File: config.mk
export PLATFORM = sky130hd
export DESIGN_NAME = smx_unit
export DESIGN_NICKNAME = d
export VERILOG_FILES = /design/src/rtl/smx_pkg.sv /design/src/rtl/smx_shift_core.sv /design/src/rtl/smx_byte_merge.sv /design/src/rtl/smx_unit.sv
export SDC_FILE = /design/constraint.sdc
export NUM_CORES = 1
export LEC_CHECK = 0
export BUFFER_PORTS_ARGS = -buffer_cell sky130_fd_sc_hd__buf_4
export CAP_MARGIN = 20
export CORE_UTILIZATION = 38
export CTS_CLUSTER_DIAMETER = 30
export CTS_CLUSTER_SIZE = 40
export DETAILED_ROUTE_END_ITERATION = 8
export GPL_TIMING_DRIVEN = 0
export PLACE_DENSITY = 0.75
export SYNTH_ARGS = -nofsm -noshare
export SYNTH_HDL_FRONTEND = slang
export SYNTH_SLANG_ARGS = --single-unit
File: constraint.sdc
create_clock -name clk_i -period 0.8 [get_ports clk_i]
set_clock_uncertainty 0.1 [all_clocks]
set_input_delay 0.12 -clock clk_i [delete_from_list [all_inputs] [get_ports clk_i]]
set_output_delay 0.12 -clock clk_i [all_outputs]
set_load 0.05 [all_outputs]
File: src/rtl/smx_pkg.sv
package smx_pkg;
  typedef enum logic [2:0] {
    OP_ASR   = 3'd0,
    OP_HALF  = 3'd1,
    OP_ROR   = 3'd2,
    OP_SEXT  = 3'd3,
    OP_MERGE = 3'd4
  } smx_op_e;

  typedef struct packed {
    logic s;
    logic z;
    logic c;
    logic v;
  } smx_flags_t;
endpackage

File: src/rtl/smx_shift_core.sv
module smx_shift_core
  import smx_pkg::*;
#(
  parameter int unsigned DATA_W = 16
) (
  input  smx_op_e            op_i,
  input  logic [DATA_W-1:0]  src_i,
  input  logic               carry_i,
  output logic [DATA_W-1:0]  res_o,
  output smx_flags_t         flags_o
);
  localparam int unsigned MSB  = DATA_W - 1;
  localparam int unsigned HALF = DATA_W / 2;

  logic [DATA_W-1:0] asr_w;
  logic              all_ones;

  assign asr_w    = {src_i[MSB], src_i[MSB:1]};
  assign all_ones = &src_i;

  always_comb begin
    res_o   = asr_w;
    flags_o = '0;
    flags_o.c = src_i[0];
    unique case (op_i)
      OP_ASR:  res_o = asr_w;
      OP_HALF: res_o = all_ones ? '0 : asr_w;
      OP_ROR:  res_o = {carry_i, src_i[MSB:1]};
      OP_SEXT: begin
        res_o     = {{(DATA_W-HALF){src_i[HALF-1]}}, src_i[HALF-1:0]};
        flags_o.c = carry_i;
      end
      default: res_o = asr_w;
    endcase
    flags_o.s = res_o[MSB];
    flags_o.z = (res_o == '0);
    flags_o.v = 1'b0;
  end
endmodule

File: src/rtl/smx_byte_merge.sv
module smx_byte_merge
  import smx_pkg::*;
#(
  parameter int unsigned DATA_W = 16
) (
  input  logic [DATA_W-1:0] hi_i,
  input  logic [DATA_W-1:0] lo_i,
  output logic [DATA_W-1:0] res_o,
  output smx_flags_t        flags_o
);
  localparam int unsigned HALF  = DATA_W / 2;
  localparam int unsigned NLANE = 2;

  // per-lane masks: top 4 / top 3 / top 2 bits of each byte lane
  logic [DATA_W-1:0] mask_z, mask_c, mask_v;

  for (genvar g = 0; g < NLANE; g++) begin : g_lane
    assign mask_z[g*HALF +: HALF] = {4'hF, {(HALF-4){1'b0}}};
    assign mask_c[g*HALF +: HALF] = {3'h7, {(HALF-3){1'b0}}};
    assign mask_v[g*HALF +: HALF] = {2'h3, {(HALF-2){1'b0}}};
  end

  assign res_o     = {hi_i[DATA_W-1:HALF], lo_i[DATA_W-1:HALF]};
  assign flags_o.z = ~|(res_o & mask_z);
  assign flags_o.c = |(res_o & mask_c);
  assign flags_o.v = |(res_o & mask_v);
  assign flags_o.s = res_o[DATA_W-1] | res_o[HALF-1];
endmodule

File: src/rtl/smx_unit.sv
module smx_unit
  import smx_pkg::*;
#(
  parameter int unsigned DATA_W = 16
) (
  input  logic              clk_i,
  input  logic              rst_ni,
  input  logic              valid_i,
  input  logic [2:0]        op_i,
  input  logic [DATA_W-1:0] src_i,
  input  logic [DATA_W-1:0] mrg_hi_i,
  input  logic [DATA_W-1:0] mrg_lo_i,
  input  logic              carry_i,
  output logic              valid_o,
  output logic [DATA_W-1:0] result_o,
  output logic              sign_o,
  output logic              zero_o,
  output logic              carry_o,
  output logic              ovf_o
);
  localparam int unsigned HALF = DATA_W / 2;

  smx_op_e           op_w;
  logic              legal_w, take_w;
  logic [DATA_W-1:0] sh_res, mg_res, nx_res;
  smx_flags_t        sh_flg, mg_flg, nx_flg, flg_q;
  logic              merge_q;

  assign op_w    = smx_op_e'(op_i);
  assign legal_w = (op_i <= 3'd4);
  assign take_w  = valid_i && legal_w;

  smx_shift_core #(.DATA_W(DATA_W)) i_shift (
    .op_i    (op_w),
    .src_i   (src_i),
    .carry_i (carry_i),
    .res_o   (sh_res),
    .flags_o (sh_flg)
  );

  smx_byte_merge #(.DATA_W(DATA_W)) i_merge (
    .hi_i    (mrg_hi_i),
    .lo_i    (mrg_lo_i),
    .res_o   (mg_res),
    .flags_o (mg_flg)
  );

  assign nx_res = (op_w == OP_MERGE) ? mg_res : sh_res;
  assign nx_flg = (op_w == OP_MERGE) ? mg_flg : sh_flg;

  always_ff @(posedge clk_i or negedge rst_ni) begin
    if (!rst_ni) begin
      valid_o  <= 1'b0;
      result_o <= '0;
      flg_q    <= '0;
      merge_q  <= 1'b0;
    end else begin
      valid_o <= take_w;
      if (take_w) begin
        result_o <= nx_res;
        flg_q    <= nx_flg;
        merge_q  <= (op_w == OP_MERGE);
      end
    end
  end

  assign sign_o  = flg_q.s;
  assign zero_o  = flg_q.z;
  assign carry_o = flg_q.c;
  assign ovf_o   = flg_q.v;

  assert_valid_lat_R9: assert property (@(posedge clk_i) disable iff (!rst_ni)
    valid_i && (op_i <= 3'd4) |=> valid_o);
  assert_hold_idle_R10: assert property (@(posedge clk_i) disable iff (!rst_ni)
    !valid_i |=> !valid_o && $stable(result_o) && $stable(flg_q));
  assert_shift_carry_R1: assert property (@(posedge clk_i) disable iff (!rst_ni)
    valid_i && (op_i <= 3'd2) |=> carry_o == $past(src_i[0]));
  assert_sext_carry_R4: assert property (@(posedge clk_i) disable iff (!rst_ni)
    valid_i && (op_i == 3'd3) |=> carry_o == $past(carry_i));
  assert_merge_bytes_R5: assert property (@(posedge clk_i) disable iff (!rst_ni)
    valid_i && (op_i == 3'd4) |=>
      result_o == {$past(mrg_hi_i[DATA_W-1:HALF]), $past(mrg_lo_i[DATA_W-1:HALF])});
  assert_plain_flags_R8: assert property (@(posedge clk_i) disable iff (!rst_ni)
    valid_o && !merge_q |-> !ovf_o && zero_o == (result_o == '0) && sign_o == result_o[DATA_W-1]);
  assert_half_minus_one_R2: assert property (@(posedge clk_i) disable iff (!rst_ni)
    valid_i && (op_i == 3'd1) && (&src_i) |=> result_o == '0 && carry_o);
endmodule

==> impl_results.md <==
- Cell area after synthesis: 1220 um2
- Final ANT Viol Nets: 0
- Cell Rows: 20
- Final core utilization: 0.784
- P_leak: 0.00100 uW
- Worst relative slew slack: 0.638
- Crit path required time: 0.95 ns
- Die H: 58.7 um
- Pin count of the biggest net entering global routing: 22
- Worst Hold Depth: 3
- Diode count: 0
- Area growth syn-to-layout: 95.6%
- Hold_ws: -0.0414 ns
- Core area: 3050 um2
- CTS Sinks: 21
- Netlist cell types: 34
- Dpl hpwl: 3030 um
- Worst-Skew Late Latency: 0.32 ns
- Min cycle time layout: 1.30 ns
- Die W: 58.7 um
- CP Launch Type: primary input
- Routed vias/inst: 5.82
- Vias in the first global route: 1420
- Setup WS post-layout: -0.501 ns
- Routability cong.: 0.948
- Failing checks: hold timing, setup timing
- Critical path class: primary input to flop
- TritonRoute pass-1 iters: 4
- Status: complete, but fails checks
- Post-Place Worst Slack: -0.939 ns
- Fin area: 2390 um2
- Root buffer cell: clkbuf_4
- First-pass GRT wire length: 6670 um
- CTS Hold Buffers Added: 1
- Post-DR wirelength/cell: 17.7 um
- Die area: 3450 um2
- Initial antenna violation count: 0
- Ys Warns: 0
- I/O pin count: 76
- Register bit total from synthesis: 21
- Max Cap Violations: 0
- Mean Syn Cell Area: 8.38 um2
- Hold Path Class: primary input to flop
- Clock slew at reported path FFs: 0.13 ns
- Crit share post-route: 1.63
- R2R cell count: 3
- Filler Cells Inserted: 191
- Critical path arrival: 1.45 ns
- Total Negative Setup Slacks: -14.71 ns
- Fin. max-slew vios: 0
- CTS Buf Count: 3
- Number of flops mapped to enable cells by yosys: 0
- Crit-path max cell delay: 0.37 ns
- Syn_nets: 201
- Detailed Route Iter0 Violations: 101
- Overall Global Routing Usage: 0.257
- Post-synth ARST share: 1.00
- Post-DP Area: 1840 um2
- RSZ-0062 raised after global routing: true
- Critical path fanouts, max: 10
- Gate Count Post-Synth: 146
- Seq/Total Area, Yosys: 0.429
- Primary FF master, synth: dfrtp_1
- Max Root-Sink Buffers: 2
- CTS tree: done
- Fmax: 768 MHz
- H-Tree Depth: 1
- Critical path capture point type: flop
- Final wirelength: 4880 um
- Total congestion overflow: 0
- Final setup fails: 41
- Tightest Pin Transition: 0.538 ns
- Proportion of layout cells with a drive suffix above 1: 0.651
- Post-route DRC: 0
- Vias: 1605
- Slowest cell on the critical path: a2111oi_4
- Worst-path cell chain: buf_4, and2b_2, and2_1, buf_6, o21bai_1, a2111oi_4, o2bb2ai_1
- Nets: 288
- Peak VDD IR: 0.000815 V
- Initial Utilization: 0.401
- Port Buffer Count: 59
- Fin. Hold Viols: 12
- Pwr per Cell Area: 1530 nW/um2
## cell families (layout without fill, tap and decap cells)
| group | Yosys count | in the layout | synth area share |
|---|---|---|---|
| mux | 1 | 1 | 0.00818 |
| flops | 21 | 21 | 0.429 |
| buf+inv | 9 | 95 | 0.0296 |
| compound gates | 37 | 37 | 0.219 |
| simple gates | 78 | 78 | 0.314 |
## worst paths after layout
check	startpoint	end	slack, ns
setup / recovery	op_i[2]	zero_o	-0.50
hold / removal	src_i[8]	result_o[7]	-0.04
setup reg to reg	result_o[14]	result_o[14]	-0.13
hold reg to reg	result_o[15]	result_o[15]	0.43
max in group asynchronous	rst_ni	result_o[15]	0.25
min in group asynchronous	rst_ni	valid_o	0.10
## metal layers
metal | share of wire | track usage | vias up
li1 | - | - | 727
met2 | 0.51 | 0.417 | 88
met3 | 0.067 | 0.0374 | 17
met1 | 0.40 | 0.341 | 773
met4 | 0.021 | 0.109 | 0
met5 | 0 | 0 | -
## report_power, final
group | total [uW] | switching, uW | leakage [uW] | internal, uW
clock | 549 | 361 | 0.0000177 | 188
sequential | 1350 | 117 | 0.000222 | 1230
combinational | 1770 | 1050 | 0.000764 | 729
## sequential cells by signal (all words and copies together) (netlist names)
name	cells
zero_o	1
carry_o	1
sign_o	1
result_o	16
ovf_o	1
valid_o	1
## Yosys cell counts, drive strengths merged, types with 2 or more instances
library cell / n / area share
a21oi: 3 / 0.012
o21ai: 9 / 0.040
nor3: 22 / 0.090
dfrtp: 21 / 0.43
and2: 2 / 0.010
nor2: 24 / 0.074
clkbuf: 4 / 0.012
a31oi: 2 / 0.010
nand4: 4 / 0.026
a221oi: 7 / 0.050
a211oi: 6 / 0.037
nand2b: 2 / 0.010
buf: 4 / 0.014
nand2: 16 / 0.049
a22oi: 2 / 0.012
nor4: 4 / 0.033
## per-stage QoR
| stage | instances | hold slack [ns] | power [uW] |
|---|---|---|---|
| final | 276 | -0.0414 | 3670 |
| after global routing | 276 | -0.0517 | 3810 |
| after CTS | 265 | -0.0484 | 3490 |
| after detailed placement | 249 | -0.0765 | 2750 |
| after global placement | 249 | -0.0844 | 2720 |
| after floorplan | 146 | -0.276 | 2190 |
## placed cells by master (no fill, tap or decap), types with 3 or more instances in the layout
cell type / Yosys / layout
buf_4: 0 / 49
buf_6: 0 / 32
nor2_1: 24 / 22
nor3_1: 22 / 22
dfrtp_2: 0 / 19
a221oi_2: 0 / 7
nand2_1: 16 / 6
a211oi_2: 0 / 6
nand2_2: 0 / 5
buf_8: 0 / 5
nand2_4: 0 / 5
o21ai_0: 8 / 5
nand4_1: 3 / 3
clkbuf_4: 0 / 3
## repair_timing
item                       4_1_cts  5_1_grt
pin swaps                       12       18
resized for setup               46       40
setup buffers                   11       10
hold endpoints to repair        33        9
setup endpoints to repair       42       42
cloned                           0        1
## worst max-delay path: cells and delay by family
| family | cells | cell delay [ns] |
|---|---|---|
| AO/OA/AOI/OAI | 3 | 0.65 |
| AND/OR/NAND/NOR | 2 | 0.36 |
| buffers and inverters | 2 | 0.32 |
## area by class of cell
cell class	count	area (um2)	share of cell area
timing repair buffer	82	761	0.318
clock inverter	1	5.00	0.00209
buffer	8	96.3	0.0403
sequential	21	549	0.229
inverter	1	8.76	0.00366
clock buffer	3	22.5	0.00941
multi-input combinational	116	896	0.374
tap	44	55.1	0.0230
Note: power is estimated with default switching activity, not from simulation.
